==> src/rtl/pwm_pkg.sv <==
package pwm_pkg;

  typedef enum logic [1:0] {
    ST_IDLE = 2'd0,
    ST_HOLD = 2'd1,
    ST_RUN  = 2'd2
  } pwmState_e;

  // strobes from control to datapath
  typedef struct packed {
    logic initLoad;  // capture settings, default half-period high times
    logic startRun;  // clear period and window counters
    logic active;    // counting, gates follow the compare
    logic reload;    // take host values at this period end
  } pwmStrobe_t;

endpackage

==> src/rtl/pwm_phase.sv <==
module pwm_phase #(
  parameter int CW = 16
) (
  input  logic          clk,
  input  logic          rstN,
  input  logic          active,
  input  logic [CW-1:0] cnt,
  input  logic [CW-1:0] period,
  input  logic [CW-1:0] ht,
  input  logic [CW-1:0] dead,
  input  logic [CW-1:0] mpw,
  output logic          hiOut,
  output logic          loOut
);

  localparam int EW = CW + 2;

  logic [EW-1:0] eCnt, eT, eHt, eDt, eMpw;
  logic [EW-1:0] floorW, center, hwTop, hwBot;
  logic          offMode, fullMode, topOn, botOff;

  always_comb begin
    eCnt   = EW'(cnt);
    eT     = EW'(period);
    eHt    = EW'(ht);
    eDt    = EW'(dead);
    eMpw   = EW'(mpw);
    floorW = eDt + eMpw;
    center = eT >> 1;
    hwTop  = (eHt - eDt) >> 1;
    hwBot  = (eHt + eDt) >> 1;
    offMode  = eHt < floorW;
    fullMode = !offMode && ((eHt + floorW) > eT);
    topOn  = (eCnt >= (center - hwTop)) && (eCnt < (center + hwTop));
    botOff = (eCnt >= (center - hwBot)) && (eCnt < (center + hwBot));
  end

  always_ff @(posedge clk or negedge rstN) begin
    if (!rstN) begin
      hiOut <= 1'b0;
      loOut <= 1'b0;
    end else if (!active) begin
      hiOut <= 1'b0;
      loOut <= 1'b0;
    end else if (offMode) begin
      hiOut <= 1'b0;
      loOut <= 1'b1;
    end else if (fullMode) begin
      hiOut <= 1'b1;
      loOut <= 1'b0;
    end else begin
      hiOut <= topOn;
      loOut <= !botOff;
    end
  end

endmodule

==> src/rtl/pwm_datapath.sv <==
module pwm_datapath
  import pwm_pkg::*;
#(
  parameter int CW     = 16,
  parameter int PHASES = 3
) (
  input  logic                     clk,
  input  logic                     rstN,
  input  pwmStrobe_t               strb,
  input  logic [CW-1:0]            periodIn,
  input  logic [CW-1:0]            prescIn,
  input  logic [PHASES-1:0][CW-1:0] htIn,
  input  logic [CW-1:0]            deadIn,
  input  logic [CW-1:0]            mpwIn,
  output logic                     reloadPoint,
  output logic [PHASES-1:0]        gateHi,
  output logic [PHASES-1:0]        gateLo
);

  logic [CW-1:0] period, presc, dead, mpw, cnt, pcnt;
  logic [PHASES-1:0][CW-1:0] ht;
  logic lastTick, lastPeriod;

  always_comb begin
    lastTick    = ({1'b0, cnt} + 1'b1) >= {1'b0, period};
    lastPeriod  = ({1'b0, pcnt} + 1'b1) >= {1'b0, presc};
    reloadPoint = strb.active && lastTick && lastPeriod;
  end

  always_ff @(posedge clk or negedge rstN) begin
    if (!rstN) begin
      period <= '0;
      presc  <= '0;
      dead   <= '0;
      mpw    <= '0;
      cnt    <= '0;
      pcnt   <= '0;
      ht     <= '0;
    end else if (strb.initLoad) begin
      period <= periodIn;
      presc  <= prescIn;
      dead   <= deadIn;
      mpw    <= mpwIn;
      for (int i = 0; i < PHASES; i++) ht[i] <= periodIn >> 1;
    end else if (strb.startRun) begin
      cnt  <= '0;
      pcnt <= '0;
    end else if (strb.active) begin
      if (lastTick) begin
        cnt <= '0;
        if (reloadPoint) begin
          pcnt <= '0;
          if (strb.reload) begin
            period <= periodIn;
            presc  <= prescIn;
            ht     <= htIn;
          end
        end else begin
          pcnt <= pcnt + 1'b1;
        end
      end else begin
        cnt <= cnt + 1'b1;
      end
    end
  end

  for (genvar g = 0; g < PHASES; g++) begin : gPhase
    pwm_phase #(.CW(CW)) uPhase (
      .clk    (clk),
      .rstN   (rstN),
      .active (strb.active),
      .cnt    (cnt),
      .period (period),
      .ht     (ht[g]),
      .dead   (dead),
      .mpw    (mpw),
      .hiOut  (gateHi[g]),
      .loOut  (gateLo[g])
    );
  end

endmodule

==> src/rtl/pwm_ctrl.sv <==
module pwm_ctrl
  import pwm_pkg::*;
#(
  parameter int HOLD_CYCLES = 32000
) (
  input  logic       clk,
  input  logic       rstN,
  input  logic       initCmd,
  input  logic       stopCmd,
  input  logic       faultN,
  input  logic       ldSet,
  input  logic       reloadPoint,
  output pwmStrobe_t strb,
  output logic       ldOk,
  output logic       loadIrq,
  output logic       faultLevel
);

  localparam int HW = $clog2(HOLD_CYCLES + 1);
  localparam logic [HW-1:0] HOLD_LAST = HW'(HOLD_CYCLES - 1);

  pwmState_e state;
  logic [HW-1:0] holdCnt;
  logic faultPrev, faultFall, kill, holdDone;

  always_comb begin
    faultFall = faultPrev && !faultN;
    kill      = faultFall || stopCmd;
    holdDone  = (state == ST_HOLD) && (holdCnt == HOLD_LAST);
    strb.initLoad = initCmd && !kill;
    strb.startRun = holdDone && !kill && !initCmd;
    strb.active   = (state == ST_RUN) && !kill && !initCmd;
    strb.reload   = reloadPoint && ldOk && strb.active;
  end

  assign faultLevel = faultPrev;

  always_ff @(posedge clk or negedge rstN) begin
    if (!rstN) begin
      state     <= ST_IDLE;
      holdCnt   <= '0;
      faultPrev <= 1'b1;
      ldOk      <= 1'b0;
      loadIrq   <= 1'b0;
    end else begin
      faultPrev <= faultN;
      loadIrq   <= strb.reload;
      if (strb.initLoad) ldOk <= 1'b0;
      else if (strb.reload) ldOk <= 1'b0;
      else if (ldSet) ldOk <= 1'b1;
      if (kill) begin
        state <= ST_IDLE;
      end else if (initCmd) begin
        state   <= ST_HOLD;
        holdCnt <= '0;
      end else if (holdDone) begin
        state <= ST_RUN;
      end else if (state == ST_HOLD) begin
        holdCnt <= holdCnt + 1'b1;
      end
    end
  end

endmodule

==> src/rtl/tri_phase_pwm.sv <==
module tri_phase_pwm
  import pwm_pkg::*;
#(
  parameter int CW          = 16,
  parameter int HOLD_CYCLES = 32000
) (
  input  logic          clk,
  input  logic          rstN,
  input  logic          initCmd,
  input  logic          stopCmd,
  input  logic          faultN,
  input  logic [CW-1:0] periodIn,
  input  logic [CW-1:0] prescIn,
  input  logic [CW-1:0] htA,
  input  logic [CW-1:0] htB,
  input  logic [CW-1:0] htC,
  input  logic [CW-1:0] deadIn,
  input  logic [CW-1:0] mpwIn,
  input  logic          ldSet,
  output logic [2:0]    gateHi,
  output logic [2:0]    gateLo,
  output logic          ldOk,
  output logic          loadIrq,
  output logic          faultLevel
);

  pwmStrobe_t strb;
  logic reloadPoint;
  logic [2:0][CW-1:0] htBus;

  assign htBus = {htC, htB, htA};

  pwm_ctrl #(.HOLD_CYCLES(HOLD_CYCLES)) uCtrl (
    .clk         (clk),
    .rstN        (rstN),
    .initCmd     (initCmd),
    .stopCmd     (stopCmd),
    .faultN      (faultN),
    .ldSet       (ldSet),
    .reloadPoint (reloadPoint),
    .strb        (strb),
    .ldOk        (ldOk),
    .loadIrq     (loadIrq),
    .faultLevel  (faultLevel)
  );

  pwm_datapath #(.CW(CW), .PHASES(3)) uData (
    .clk         (clk),
    .rstN        (rstN),
    .strb        (strb),
    .periodIn    (periodIn),
    .prescIn     (prescIn),
    .htIn        (htBus),
    .deadIn      (deadIn),
    .mpwIn       (mpwIn),
    .reloadPoint (reloadPoint),
    .gateHi      (gateHi),
    .gateLo      (gateLo)
  );

endmodule

==> config.mk <==
export PLATFORM = sky130hd
export DESIGN_NAME = tri_phase_pwm
export DESIGN_NICKNAME = d
export VERILOG_FILES = /design/src/rtl/pwm_pkg.sv /design/src/rtl/pwm_phase.sv /design/src/rtl/pwm_datapath.sv /design/src/rtl/pwm_ctrl.sv /design/src/rtl/tri_phase_pwm.sv
export SDC_FILE = /design/constraint.sdc
export NUM_CORES = 1
export LEC_CHECK = 0
export BUFFER_PORTS_ARGS = -buffer_cell sky130_fd_sc_hd__buf_4
export CORE_ASPECT_RATIO = 2
export CORE_UTILIZATION = 57
export CTS_CLUSTER_SIZE = 25
export DETAILED_ROUTE_END_ITERATION = 8
export PLACE_DENSITY = 0.75
export SYNTH_ARGS = -nofsm -noshare
export SYNTH_HDL_FRONTEND = slang
export SYNTH_SLANG_ARGS = --single-unit
==> constraint.sdc <==
create_clock -name clk -period 6.1 [get_ports clk]
set_input_delay 0.305 -clock clk [delete_from_list [all_inputs] [get_ports clk]]
set_output_delay 0.305 -clock clk [all_outputs]
set_load 0.05 [all_outputs]
==> results of run 1 <==
[how the worst min path moves through the flow]
stage,start,to,slack (ns),cells after the start
3_5_place_dp,faultN,uCtrl.faultLevel,0.42,1
6_report,prescIn[9],uData.presc[9],0.01,2
3_3_place_gp,faultN,uCtrl.faultLevel,0.42,1
2_1_floorplan,rstN,uCtrl.holdCnt[0],0.009,0
4_1_cts,periodIn[11],uData.period[11],0.001,2
5_1_grt,prescIn[9],uData.presc[9],0.009,2
[layout make-up]
class | count | area (µm²) | share of cell area
Tap cell | 654 | 818 | 0.0246
Timing Repair Buffer | 319 | 2510 | 0.0754
Antenna cell | 2 | 5.00 | 0.000150
Multi-Input combinational cell | 2998 | 23800 | 0.716
Clock buffer | 27 | 643 | 0.0193
Sequential cell | 170 | 4260 | 0.128
Clock inverter | 5 | 75.1 | 0.00226
Inverter | 306 | 1150 | 0.0345
[sequential cells by signal, indices dropped and copies added (netlist names), 2 cells and up]
register	cells
uData.cnt	16
uData.mpw	16
uData.pcnt	16
uData.gPhase.uPhase.hiOut	3
uData.presc	16
uData.dead	16
uData.ht	48
uCtrl.holdCnt	15
uCtrl.state	2
uData.gPhase.uPhase.loOut	3
uData.period	16
[kinds of logic after synthesis]
group           after synthesis  synth area share
compound gates              936             0.206
xor+xnor                    341             0.102
fa+ha+maj                   715             0.312
buf+inv                     405            0.0536
flops                       170             0.146
mux                          81            0.0291
simple gates                925             0.152
[power by group]
part           switching [mW]  leakage [nW]  total, mW  internal [mW]
Sequential              0.233          2.11       1.48           1.25
Combinational            9.29          14.0       16.0           6.67
Clock                   0.512         0.356       1.34          0.826
Total                    10.0          16.5       18.8           8.75
[through the flow]
stage	worst slack [ns]	total power [mW]	TNS [ns]
finish	0.156	18.8	0
global route	-0.0116	20.4	-0.0116
CTS	0.00907	18.2	0
detailed placement	-0.0168	16.7	-0.0196
global placement	0.0475	16.5	0
floorplan	0.596	12.3	0
[critical path, stage by stage (launching register included)]
cell	delay (ns)
dfrtp_1	0.34
inv_1	0.05
buf_4	0.15
ha_1	0.43
nor4bb_4	0.42
o31ai_1	0.16
a221oi_1	0.37
buf_4	0.21
nor2_1	0.04
nor2_1	0.08
nor2_1	0.07
xor2_2	0.24
ha_1	0.34
a21oi_1	0.30
a21oi_1	0.17
or4_1	0.60
nand2_1	0.11
xor2_1	0.15
ha_1	0.26
a21o_1	0.19
a211oi_1	0.31
o21ai_0	0.14
a21oi_1	0.22
a21oi_1	0.13
nor2_1	0.12
and3_1	0.16
o21ai_1	0.07
[what timing repair did]
item / CTS / global route
endpoints found under the hold margin: 142 / 0
buffers inserted: 0 / 8
pin swaps: 0 / 16
setup endpoints to repair: 2 / 6
resized for setup: 3 / 81
hold buffers: 42 / 0
[per-layer routing]
metal  vias up  GRT usage
met5         -          0
met4         2      0.424
met3       598     0.0657
met2      1074      0.749
met1     13300      0.356
li1      13100          -
[Yosys cell counts, types with 9 or more instances]
| library cell | instances | area, µm² |
|---|---|---|
| and2_1 | 16 | 100 |
| clkbuf_1 | 74 | 278 |
| inv_1 | 306 | 1150 |
| nor3b_1 | 15 | 113 |
| o21ai_0 | 168 | 841 |
| o21bai_1 | 51 | 383 |
| nand3_1 | 74 | 370 |
| o21ai_1 | 22 | 110 |
| o21a_1 | 38 | 285 |
| or3_1 | 21 | 131 |
| a2111oi_0 | 15 | 131 |
| and4_1 | 9 | 78.8 |
| a22o_1 | 18 | 158 |
| or2_2 | 16 | 100 |
| dfrtp_1 | 169 | 4230 |
| ha_1 | 693 | 8670 |
| o2111ai_1 | 13 | 114 |
| nand2_1 | 202 | 758 |
| o31a_1 | 13 | 114 |
| xor2_1 | 115 | 1010 |
| o221ai_1 | 10 | 87.6 |
| a21o_1 | 71 | 533 |
| a21oi_1 | 315 | 1580 |
| buf_4 | 9 | 67.6 |
| buf_2 | 11 | 55.1 |
| nor3_1 | 98 | 490 |
| nor4_1 | 12 | 75.1 |
| nand4_1 | 20 | 125 |
| nand2b_1 | 57 | 357 |
| o211ai_1 | 23 | 173 |
| and3_1 | 25 | 156 |
| a221oi_1 | 13 | 114 |
| o31ai_1 | 22 | 165 |
| mux2i_1 | 48 | 480 |
| nor2_1 | 284 | 1070 |
| a211oi_1 | 24 | 180 |
| o41ai_1 | 13 | 114 |
| mux2_1 | 32 | 360 |
| fa_1 | 22 | 440 |
| xnor2_1 | 226 | 1980 |
| nor2b_1 | 51 | 319 |
| a31oi_1 | 25 | 156 |
==> results_dict.tcl, run 1 <==
set metrics [dict create \
    fmax_mhz 168 \
    syn_inst 3573 \
    wl_met2_um 53400 \
    rows 117 \
    ys_warn_count 0 \
    firstDrtPassIters 5 \
    fin_crit_ns 5.94 \
    drt-met1-wl_um 33700 \
    die_h_um 322 \
    wl_um 105000 \
    ys.flop_type "dfrtp_1" \
    grt_pass1_wl_um 158000 \
    h-tree-depth 4 \
    dieArea_um2 52300 \
    antenna_found_initial 2 \
    r2r_start "uData.dead[2]" \
    synth_cell_types 85 \
    area_growth_pct 13.8 \
    drv_slew 0 \
    fin_cells 4481 \
    r2r_end "uData.gPhase[0].uPhase.loOut" \
    synth.ff_latch_count 170 \
    relSlewSlack 0.225 \
    endpoint "uData.gPhase[0].uPhase.loOut" \
    initial_core_util 0.576 \
    final_cell_mix "685 x ha_1, 306 x a21oi_1, 305 x inv_1, 282 x nor2_1, 275 x buf_4" \
    status "complete, no violations" \
    syn_nets 4406 \
    drt-initial-drc-count 1466 \
    grt_pass1_vias 29600 \
    arrival_ns 6.35 \
    hold_viol_final 0 \
    crit_path_max_fanout 7 \
    ios 127 \
    p_per_area_nw_per_um2 564 \
    fin_worst_skew_ns 0.0180 \
    clk_latency_ns 0.53 \
    vdd_drop_max_v 0.000403 \
    gp_congestion 1.02 \
    syn-cell-area_um2 29200 \
    grt-ovfl-total 0 \
    end_kind "register" \
    routed.top_layer "met5" \
    drv_cap 0 \
    startpoint_type "register" \
    port_buffers 126 \
    cts_made_buffers 25 \
    fin_area_um2 33300 \
    crit_path_start "uData.dead[2]" \
    setup_violations 0 \
    fillers 4363 \
    clockBufferDepth 3 \
    critPathKind "reg -> reg" \
    r2r_cells 26 \
    hold_ws_ns 0.0121 \
    grtUsageTotal 0.406 \
    die_x_um 162 \
    cts_tree "yes" \
    vias_per_cell 6.26 \
    drc 0 \
    grt_max_degree 104 \
    synthArstFlopShare 1.00 \
    core_area_um2 50800 \
    required_ns 6.51 \
    clk_pin_slew_ns 0.06 \
    clockRootBuffer "clkbuf_16" \
    dp_hpwl_um 85200 \
    place_inst 4397 \
    synth_edf_count 0 \
    syn_area_per_cell_um2 8.18 \
    met3_length_um 5290 \
    fin_nets 4653 \
    final_antenna_net_count 0 \
    worstMarginPinSlew_ns 1.16 \
    finalCritPeriodShare 0.974 \
    cts_sinks 170 \
    layout_commonest_cell "ha_1" \
    utilization 0.655 \
    drive_gt1_frac 0.108 \
    num_vias 28100 \
    routedWlPerCell_um 23.5 \
    synth_seq_area_share 0.146 \
    hp-class "in -> reg" \
    p_leak_nw 16.5 \
    ff2ff_setup_slack_ns 0.16 \
    dpl_cell_area_um2 31700 \
]
(Power assumes the default switching activity.)
==> run 2, diff against run 1 <==
- CORE_ASPECT_RATIO: 2 -> 1.4
- CORE_MARGIN: unset -> 5
==> run 2 against run 1 <==
Effect of this change: wire length decreased by 12%; final cell count decreased by 2.3%; sequential share of layout area increased by 0.48 points; fmax about the same; first-iteration DRC count decreased by 4.4%; die area increased by 7.1%; clock skew decreased by 0.0050 ns; hold slack improved by 0.025 ns; largest power group unchanged.
==> results_dict.tcl, run 2 (synthesis results as in run 1) <==
set metrics [dict create \
    cts_tree "yes" \
    worstMarginPinSlew_ns 1.26 \
    area_growth_pct 9.75 \
    die_x_um 201 \
    drv_slew 0 \
    core_area_um2 50900 \
    fin_crit_ns 5.94 \
    n_antenna_cell 0 \
    cpMostUsedCell "ha_1" \
    status "complete, no violations" \
    hp-class "in -> reg" \
    cts_made_buffers 17 \
    vdd_drop_max_v 0.000269 \
    fin_worst_skew_ns 0.0129 \
    initial_core_util 0.575 \
    firstDrtPassIters 5 \
    num_vias 26900 \
    finalCritPeriodShare 0.974 \
    ff2ff_setup_slack_ns 0.16 \
    grt_pass1_wl_um 143000 \
    fillers 4533 \
    vias_per_cell 6.15 \
    fin_nets 4548 \
    cts_sinks 170 \
    crit_slowest_cell "a221oi_1" \
    drv_cap 0 \
    clockBufferDepth 2 \
    clk_pin_slew_ns 0.07 \
    largest-register "uData.ht" \
    relSlewSlack 0.158 \
    final_antenna_net_count 0 \
    multiInputGateArea_um2 23600 \
    dieArea_um2 56000 \
    worst-path-buf-inv 2 \
    crit_path_max_fanout 11 \
    critPathKind "reg -> reg" \
    routedWlPerCell_um 21.3 \
    fin_ws_ns 0.156 \
    slowest_delay_ns 0.53 \
    ios 127 \
    end_kind "register" \
    drive_gt1_frac 0.0872 \
    grt_max_degree 96 \
    p_per_area_nw_per_um2 547 \
    path_delay_family "compound AO/OA/AOI/OAI gates" \
    cts_setup_buffers 0 \
    clockRootBuffer "clkbuf_16" \
    dp_hpwl_um 77300 \
    drt-initial-drc-count 1402 \
    die_h_um 278 \
    setup_violations 0 \
    clk_latency_ns 0.46 \
    place_ws_ns 0.0418 \
    fmax_mhz 168 \
    drc 0 \
    grt-ovfl-total 0 \
    h-tree-depth 4 \
    seq_area_um2 4260 \
    rows 98 \
    grt_pass1_vias 27600 \
    arrival_ns 6.26 \
    final_cell_mix "691 x ha_1, 312 x a21oi_1, 306 x inv_1, 282 x nor2_1, 224 x xnor2_1" \
    layout_commonest_cell "ha_1" \
    power_mw 17.6 \
    required_ns 6.42 \
    cp_cell_sequence "ha_1, inv_1, fa_1, nor2b_1, o31a_1, o211a_1, nor2_1, xnor2_1, buf_4, ha_1, a21boi_1, o21ai_0, a221oi_1, a211oi_1, xnor2_1, ha_1, nand4_1, nor2_2, o21ai_0, a31oi_1, or3_1, a22oi_1, a21bo_1, a31oi_1" \
    grtUsageTotal 0.323 \
    wl_um 93300 \
    startpoint_type "register" \
    utilization 0.630 \
    antenna_found_initial 0 \
    port_buffers 126 \
    p_leak_nw 15.9 \
    largest_reg_flops 48 \
    hold_viol_final 0 \
    gp_congestion 0.999 \
]
-- run 2: cell count changes in the layout (fill, tap and decap cells not counted), sizes merged --
cell,change
buf,-57
bufinv,-1
clkbuf,-7
clkinv,-1
clkinvlp,+3
diode,-2
dlygate4sd3,-40
inv,+5
-- run 2: path summary, 6_finish.rpt --
check	from	to	depth (start not counted)
worst min register to register	uData.pcnt[15]	uData.pcnt[15]	1
worst max-delay path	uData.dead[0]	uData.gPhase[1].uPhase.loOut	24
max in group asynchronous	rstN	uData.ht[1]	3
min in group asynchronous	rstN	uCtrl.holdCnt[7]	2
worst max register to register	uData.dead[0]	uData.gPhase[1].uPhase.loOut	24
worst min-delay path	mpwIn[14]	uData.mpw[14]	3
-- run 2: worst reg2reg max path, delay by kind of cell (launching register included) --
family,cells,cell delay [ns]
AO/OA/AOI/OAI,11,2.70
adder cells (fa/ha/maj),4,1.34
AND/OR/NAND/NOR,5,0.76
flip-flops,1,0.49
XOR/XNOR,2,0.32
buffers and inverters,2,0.21
-- run 2: cell type report --
class / count / area share
Clock buffer: 20 / 0.0142
Clock inverter: 11 / 0.00343
Inverter: 306 / 0.0358
Multi-Input combinational cell: 2998 / 0.736
Sequential cell: 170 / 0.133
Tap cell: 650 / 0.0253
Timing Repair Buffer: 222 / 0.0523
-- run 2: what timing repair did --
action,4_1_cts,5_1_grt
hold endpoints to repair,94,0
setup endpoints to repair,0,6
hold buffers,2,0
gates resized for setup,0,45
-- run 2: where the power goes --
| group | switching [mW] | internal [mW] |
|---|---|---|
| Clock | 0.490 | 0.587 |
| Combinational | 8.53 | 6.40 |
| Sequential | 0.298 | 1.25 |
| Total | 9.32 | 8.24 |
-- run 2: stage by stage --
| step | cell area (µm²) | setup TNS (ns) | cells | hold slack (ns) |
|---|---|---|---|---|
| 3_3_place_gp | 31300 | 0 | 4344 | 0.424 |
| 2_1_floorplan | 29200 | 0 | 3573 | 0.00941 |
| 4_1_cts | 31900 | 0 | 4377 | 0.0218 |
| 6_report | 32100 | 0 | 4377 | 0.0375 |
| 3_5_place_dp | 31300 | 0 | 4344 | 0.424 |
| 5_1_grt | 32100 | -0.176 | 4377 | 0.0379 |
-- run 2: metal layers --
| layer | up-vias | track usage | share of wire |
|---|---|---|---|
| li1 | 12900 | - | - |
| met1 | 12900 | 0.340 | 0.37 |
| met2 | 737 | 0.601 | 0.50 |
| met3 | 349 | 0.0261 | 0.037 |
| met4 | 0 | 0.230 | 0.085 |
| met5 | - | 0 | 0 |
